<file path="config.mk">
export PLATFORM = sky130hd
export DESIGN_NAME = iir_cascade_engine
export DESIGN_NICKNAME = d
export VERILOG_FILES = /design/src/rtl/iir_pkg.sv /design/src/rtl/iir_sect_map.sv /design/src/rtl/iir_state_bank.sv /design/src/rtl/iir_mac.sv /design/src/rtl/iir_cascade_engine.sv
export SDC_FILE = /design/constraint.sdc
export NUM_CORES = 2
export LEC_CHECK = 0
export ABC_AREA = 1
export ABC_CLOCK_PERIOD_IN_PS = 15100
export BUFFER_PORTS_ARGS = -buffer_cell sky130_fd_sc_hd__buf_2
export CAP_MARGIN = 20
export CORE_MARGIN = 2
export CORE_UTILIZATION = 60
export DETAILED_ROUTE_END_ITERATION = 6
export PLACE_DENSITY = 0.76
export SLEW_MARGIN = 20
export SYNTH_ARGS = -nofsm -noshare
export SYNTH_HDL_FRONTEND = slang
export SYNTH_SLANG_ARGS = --single-unit
</file>
<file path="constraint.sdc">
create_clock -name clk -period 15.1 [get_ports clk]
set_clock_uncertainty 0.05 [all_clocks]
set_input_delay 1.51 -clock clk [delete_from_list [all_inputs] [get_ports clk]]
set_output_delay 1.51 -clock clk [all_outputs]
set_load 0.02 [all_outputs]
</file>
<file path="src/rtl/iir_pkg.sv">
package iir_pkg;
   localparam int TAPS = 5;
   typedef enum logic [2:0] {
      TAP_B0 = 3'd0,
      TAP_B1 = 3'd1,
      TAP_B2 = 3'd2,
      TAP_A1 = 3'd3,
      TAP_A2 = 3'd4
   } tap_e;
endpackage

</file>
<file path="src/rtl/iir_sect_map.sv">
module iir_sect_map #(
   parameter int NSECT = 6,
   localparam int SW = $clog2(NSECT)
) (
   input  logic [SW-1:0] pos,
   input  logic          five_stage,
   input  logic          hp_en,
   input  logic          path_pwm,
   output logic [SW-1:0] phys,
   output logic          last
);
   if (NSECT < 2) begin : g_bad_nsect
      $error("iir_sect_map: NSECT must be at least 2");
   end

   localparam logic [SW-1:0] FULL_LAST  = SW'(NSECT - 1);
   localparam logic [SW-1:0] SHORT_LAST = SW'(NSECT - 2);

   logic [SW-1:0] last_pos;

   always_comb begin
      last_pos = five_stage ? SHORT_LAST : FULL_LAST;
      last     = (pos == last_pos);
      // converter path: the high-pass slot is the top stored section, run last
      if (hp_en && !path_pwm && last) phys = FULL_LAST;
      else                            phys = pos;
   end
endmodule

</file>
<file path="src/rtl/iir_state_bank.sv">
module iir_state_bank
   import iir_pkg::*;
#(
   parameter int DW    = 24,
   parameter int NSECT = 6,
   localparam int SW = $clog2(NSECT)
) (
   input  logic                 clk,
   input  logic                 rst_n,
   input  logic                 clr,
   input  logic                 wr_en,
   input  logic [SW-1:0]        wr_sect,
   input  logic signed [DW-1:0] wr_x,
   input  logic signed [DW-1:0] wr_y,
   input  logic [SW-1:0]        rd_sect,
   input  tap_e                 rd_tap,
   output logic signed [DW-1:0] rd_val
);
   logic signed [DW-1:0] x1_a [NSECT];
   logic signed [DW-1:0] x2_a [NSECT];
   logic signed [DW-1:0] y1_a [NSECT];
   logic signed [DW-1:0] y2_a [NSECT];

   for (genvar s = 0; s < NSECT; s++) begin : g_sect
      logic signed [DW-1:0] d_x1, d_x2, d_y1, d_y2;
      always_ff @(posedge clk or negedge rst_n) begin
         if (!rst_n) begin
            d_x1 <= '0; d_x2 <= '0; d_y1 <= '0; d_y2 <= '0;
         end else if (clr) begin
            d_x1 <= '0; d_x2 <= '0; d_y1 <= '0; d_y2 <= '0;
         end else if (wr_en && wr_sect == SW'(s)) begin
            d_x2 <= d_x1;
            d_x1 <= wr_x;
            d_y2 <= d_y1;
            d_y1 <= wr_y;
         end
      end
      assign x1_a[s] = d_x1;
      assign x2_a[s] = d_x2;
      assign y1_a[s] = d_y1;
      assign y2_a[s] = d_y2;
   end

   always_comb begin
      case (rd_tap)
         TAP_B1:  rd_val = x1_a[rd_sect];
         TAP_B2:  rd_val = x2_a[rd_sect];
         TAP_A1:  rd_val = y1_a[rd_sect];
         TAP_A2:  rd_val = y2_a[rd_sect];
         default: rd_val = '0;
      endcase
   end

   // a history write always targets an existing section
   a_r11_wr_in_range: assert property (@(posedge clk) disable iff (!rst_n)
      wr_en |-> (wr_sect < SW'(NSECT)));
endmodule

</file>
<file path="src/rtl/iir_mac.sv">
module iir_mac #(
   parameter int DW   = 24,
   parameter int CW   = 32,
   parameter int FRAC = 16,
   localparam int PW    = CW + DW,
   localparam int ACC_W = PW + 3
) (
   input  logic                 clk,
   input  logic                 rst_n,
   input  logic                 en,
   input  logic                 start,
   input  logic                 sub,
   input  logic signed [CW-1:0] coef,
   input  logic signed [DW-1:0] opnd,
   output logic signed [DW-1:0] res
);
   if (FRAC >= CW || FRAC < 1) begin : g_bad_frac
      $error("iir_mac: FRAC must lie in 1..CW-1");
   end

   localparam logic signed [ACC_W-1:0] MAXV = {{(ACC_W-DW+1){1'b0}}, {(DW-1){1'b1}}};
   localparam logic signed [ACC_W-1:0] MINV = {{(ACC_W-DW+1){1'b1}}, {(DW-1){1'b0}}};

   logic signed [PW-1:0]    prod;
   logic signed [ACC_W-1:0] prod_x, base, sum, shifted, acc_q;

   always_comb begin
      prod    = coef * opnd;
      prod_x  = $signed({{3{prod[PW-1]}}, prod});
      base    = start ? '0 : acc_q;
      sum     = sub ? (base - prod_x) : (base + prod_x);
      shifted = sum >>> FRAC;
      if (shifted > MAXV)      res = MAXV[DW-1:0];
      else if (shifted < MINV) res = MINV[DW-1:0];
      else                     res = shifted[DW-1:0];
   end

   always_ff @(posedge clk or negedge rst_n) begin
      if (!rst_n)  acc_q <= '0;
      else if (en) acc_q <= sum;
   end
endmodule

</file>
<file path="src/rtl/iir_cascade_engine.sv">
module iir_cascade_engine
   import iir_pkg::*;
#(
   parameter int DATA_W    = 24,
   parameter int COEF_W    = 32,
   parameter int COEF_FRAC = 16,
   parameter int NUM_SECT  = 6,
   localparam int SW     = $clog2(NUM_SECT),
   localparam int WORDS  = NUM_SECT * TAPS,
   localparam int ADDR_W = $clog2(WORDS)
) (
   input  logic              clk,
   input  logic              rst_n,
   input  logic              enable,
   input  logic              five_stage,
   input  logic              hp_en,
   input  logic              path_pwm,
   input  logic              in_valid,
   input  logic [DATA_W-1:0] in_data,
   output logic [ADDR_W-1:0] coef_addr,
   input  logic [COEF_W-1:0] coef_data,
   output logic              out_valid,
   output logic [DATA_W-1:0] out_data,
   output logic              busy
);
   if (DATA_W < 8 || COEF_W < 8) begin : g_bad_width
      $error("iir_cascade_engine: widths too small");
   end

   logic                     busy_q, out_v_q;
   logic [SW-1:0]            pos_q;
   tap_e                     tap_q;
   logic signed [DATA_W-1:0] x_cur_q, out_q;
   logic [SW-1:0]            phys;
   logic                     last_sect;
   logic signed [DATA_W-1:0] hist_val, opnd, mac_res;
   logic                     tap_last, wr_en;

   iir_sect_map #(.NSECT(NUM_SECT)) u_map (
      .pos(pos_q), .five_stage(five_stage), .hp_en(hp_en), .path_pwm(path_pwm),
      .phys(phys), .last(last_sect)
   );

   assign tap_last  = (tap_q == TAP_A2);
   assign wr_en     = busy_q && enable && tap_last;
   assign opnd      = (tap_q == TAP_B0) ? x_cur_q : hist_val;
   assign coef_addr = ADDR_W'(int'(phys) * TAPS + int'(tap_q));

   iir_state_bank #(.DW(DATA_W), .NSECT(NUM_SECT)) u_bank (
      .clk(clk), .rst_n(rst_n), .clr(!enable),
      .wr_en(wr_en), .wr_sect(phys), .wr_x(x_cur_q), .wr_y(mac_res),
      .rd_sect(phys), .rd_tap(tap_q), .rd_val(hist_val)
   );

   iir_mac #(.DW(DATA_W), .CW(COEF_W), .FRAC(COEF_FRAC)) u_mac (
      .clk(clk), .rst_n(rst_n), .en(busy_q),
      .start(tap_q == TAP_B0), .sub(tap_q == TAP_A1 || tap_q == TAP_A2),
      .coef($signed(coef_data)), .opnd(opnd), .res(mac_res)
   );

   always_ff @(posedge clk or negedge rst_n) begin
      if (!rst_n) begin
         busy_q  <= 1'b0;
         out_v_q <= 1'b0;
         pos_q   <= '0;
         tap_q   <= TAP_B0;
         x_cur_q <= '0;
         out_q   <= '0;
      end else if (!enable) begin
         busy_q  <= 1'b0;
         out_v_q <= 1'b0;
         pos_q   <= '0;
         tap_q   <= TAP_B0;
      end else begin
         out_v_q <= 1'b0;
         if (!busy_q) begin
            if (in_valid) begin
               busy_q  <= 1'b1;
               pos_q   <= '0;
               tap_q   <= TAP_B0;
               x_cur_q <= $signed(in_data);
            end
         end else if (tap_last) begin
            x_cur_q <= mac_res;
            tap_q   <= TAP_B0;
            if (last_sect) begin
               busy_q  <= 1'b0;
               out_v_q <= 1'b1;
               out_q   <= mac_res;
               pos_q   <= '0;
            end else begin
               pos_q <= pos_q + SW'(1);
            end
         end else begin
            tap_q <= tap_e'(tap_q + 3'd1);
         end
      end
   end

   assign busy      = busy_q;
   assign out_valid = out_v_q;
   assign out_data  = out_q;

   // the result strobe never overlaps a job and lasts one cycle
   a_r7_valid_idle: assert property (@(posedge clk) disable iff (!rst_n)
      out_valid |-> !busy);
   a_r7_single_pulse: assert property (@(posedge clk) disable iff (!rst_n)
      out_valid |=> !out_valid);
   // fetch addresses stay inside the coefficient store
   a_r2_addr_range: assert property (@(posedge clk) disable iff (!rst_n)
      busy |-> (coef_addr < ADDR_W'(WORDS)));
   // disabling drops any job and emits nothing
   a_r9_disable_idle: assert property (@(posedge clk) disable iff (!rst_n)
      !enable |=> (!busy && !out_valid));
   // a job in progress keeps its sample until the last section
   a_r8_hold_input: assert property (@(posedge clk) disable iff (!rst_n)
      (busy && !tap_last && $past(busy)) |=> $stable(x_cur_q) || !enable);
endmodule

</file>
==> results.md <==
- Clock Sinks: roughly 700
- Top Ports: 94
- DRT iter0 DRCs: 7,550
- Slew Viols, Final: 0
- Ys Warns: 0
- Vias: roughly 61k
- GR peak layer: met2
- Share of the synthesized area in the top cell type: about a quarter
- Async SR Flop Fraction: 100.0%
- ANT nets after route: 0
- Met1 usage: roughly three fifths
- Placed insts: roughly 10k
- Slew @ Worst Pin: around 1200 ps
- Syn-to-layout area delta: 11.11%
- Root Driver: clkbuf_16
- Clock latency on the worst-skew pair: around 670 ps
- Initial antenna violation count: 12
- Most common library cells after synthesis: nand2_1 (1,963), inv_1 (1,782), fa_1 (785)
- Pre-CTS setup slack: -149.5 ps
- Max Cap Violations: 0
- Syn_nets: 9,445
- CP max stage delay: about 530 ps
- Post-synthesis sequential area ratio: roughly a quarter
- PortBufs: 93
- Pin count of the biggest net entering global routing: roughly 160
- Fin crit period: 14,570 ps
- Fmax: a little under 70 MHz
- Met2 usage: about 64%
- Tightest Hold Check Type: register to register
- CP Class: primary input to register
- Count leader, synth: nand2_1
- Seq cells post-synth: 691
- Max_slew headroom: between 10% and 20%
- Synth Cell Area: 65,570 µm²
- DRC Markers: 16
- Final setup fails: 0
- Post-Synthesis Cells: 8,374
- Clk pin slew, worst setup/hold paths: 60 ps
- Rows: ~120
- CP startpoint kind: primary input
- Top FF cell, synth: dfrtp_1
- Crit path max fanout: 45
- Drt wl/cell: 24.14 µm
- Top post-synthesis cells by area: dfrtp_1 (26%), fa_1 (24%), nand2_1 (11%)
- # hold bufs at CTS: 0
- Inserted Clock Buffers: 73
- Max Root-Sink Buffers: 3
- Finished Layout Cells: 10.11k
- Vias in the first global route: approximately 61k
- Syn avg cell area: 7.830 µm²
- Final wirelength: approximately 240,000 µm
- CTS tree: yes
- Final Wtd Congestion: 1.017
- Crit-path slowest cell: fa_1
- Nets@finish: around 10k
- WP data arrival: 15,080 ps
- CP dominant cell by count: nand2_1
- RSZ-0062 raised after global routing: false
- Area leader, netlist: dfrtp_1
- Core area: 108,600 µm²
- Number of flops mapped to enable cells by yosys: 0
- Dpl hpwl: between 150,000 and 200,000 µm
- Initial Util: between 60% and 70%
- Final worst-path cycle share: a little over nine tenths
- 1st-pass router iterations: 7
- DIE AREA: between 100,000 and 150,000 µm²
- Ratio of cells with drive above 1 in the final layout: roughly a tenth
- Status: complete, but fails checks
- Final hold slack: about 430 ps
- GRT Overall Usage: approximately 44%
- Cell variety after synth: 65
- Die H: approximately 330 µm
- Final-report hold violation count: 0
- Chip Width: about 330 µm
- First-pass GRT wire length: around 370,000 µm
- Setup TNS: 0 ps
- Via density: 6.024
- Crit end category: register
- CTS H-tree depth: 3
- Global routing met3 resource utilization: between 10% and 20%
- Critical Path RT: between 15,000 and 20,000 ps
- Worst Slack Setup Final: about 530 ps
- Failing checks: design-rule violations
- Grt total ovfl: 0
[area by class of cell]
type                            instances  area, µm²
Antenna cell                            5      12.51
Clock buffer                           96       2063
Clock inverter                         29      444.2
Fill cell                            9157      35700
Inverter                             1795       6760
Multi-Input combinational cell       5491      40070
Sequential cell                       691      17300
Tap cell                             1414       1769
Timing Repair Buffer                  586       4438
Timing Repair inverter                  1      5.005
[through the flow]
stage	area (µm²)	util (%)
floorplan	65570	-
global placement	70170	64.64
detailed placement	70170	64.64
CTS	72680	66.95
global route	72840	67.11
finish	72850	67.12
[per-layer routing]
layer,up-vias,wire length (µm)
met3,979,32130
met5,-,238
met1,29350,91360
li1,26397,-
met4,16,16270
met2,4152,104000
[kinds of logic (layout without fill, tap and decap cells)]
kind of cell / after synthesis / in the layout / synth area share [%]
buffers and inverters: 2192 / 2507 / 12.79
adders and majority gates: 1008 / 1008 / 28.22
DFF: 691 / 691 / 26.37
xor gates and xnor gates: 123 / 123 / 1.700
and+or+nand+nor: 2875 / 2875 / 17.88
AOI/OAI and AO/OA: 1485 / 1485 / 13.04
other: 0 / 5 / 0
[layout by cell type, fill, tap and decap left out, types with 92 or more instances in the layout]
master / Yosys / routed
nor2_1: 465 / 456
o22ai_1: 335 / 335
nand2_1: 1963 / 1952
inv_1: 1782 / 1771
nand3_1: 222 / 222
fa_1: 785 / 785
buf_2: 67 / 92
buf_4: 9 / 472
o21ai_0: 539 / 535
ha_1: 223 / 223
dfrtp_1: 691 / 690
a21oi_1: 324 / 324
[worst max-delay path: cells and delay by family]
kind / cells / cell delay [ps]
adders and majority gates: 9 / 4260
AOI/OAI and AO/OA: 9 / 1840
buffers and inverters: 14 / 1980
xor gates and xnor gates: 2 / 580
and+or+nand+nor: 32 / 4740
[state kept, by name, summed over array words and instances, names as in the netlist]
name,count
busy,1
u_bank.g_sect.d_y2,144
u_bank.g_sect.d_x1,144
out_valid,1
u_bank.g_sect.d_y1,144
tap_q,3
x_cur_q,24
u_bank.g_sect.d_x2,144
out_data,24
pos_q,3
u_mac.acc_q,59
[worst paths after layout]
| path | from | end | slack, ps | cells after the start |
|---|---|---|---|---|
| max | five_stage | out_data[14] | 530 | 66 |
| min | u_mac.acc_q[6] | u_mac.acc_q[6] | 430 | 2 |
| max reg2reg | pos_q[1] | out_data[14] | 550 | 53 |
| min reg2reg | u_mac.acc_q[6] | u_mac.acc_q[6] | 430 | 2 |
| max in group asynchronous | rst_n | u_bank.g_sect[5].d_x2[8] | 11750 | 3 |
| min in group asynchronous | rst_n | out_valid | 880 | 1 |
[what timing repair did]
action | in CTS | in global routing
setup endpoints to repair | 0 | 184
buffers inserted | 0 | 8
resized for setup | 0 | 19
Power is left out: the tool's default activity adds up to more than one toggle a clock period on the data nets, which glitch-free logic cannot reach.
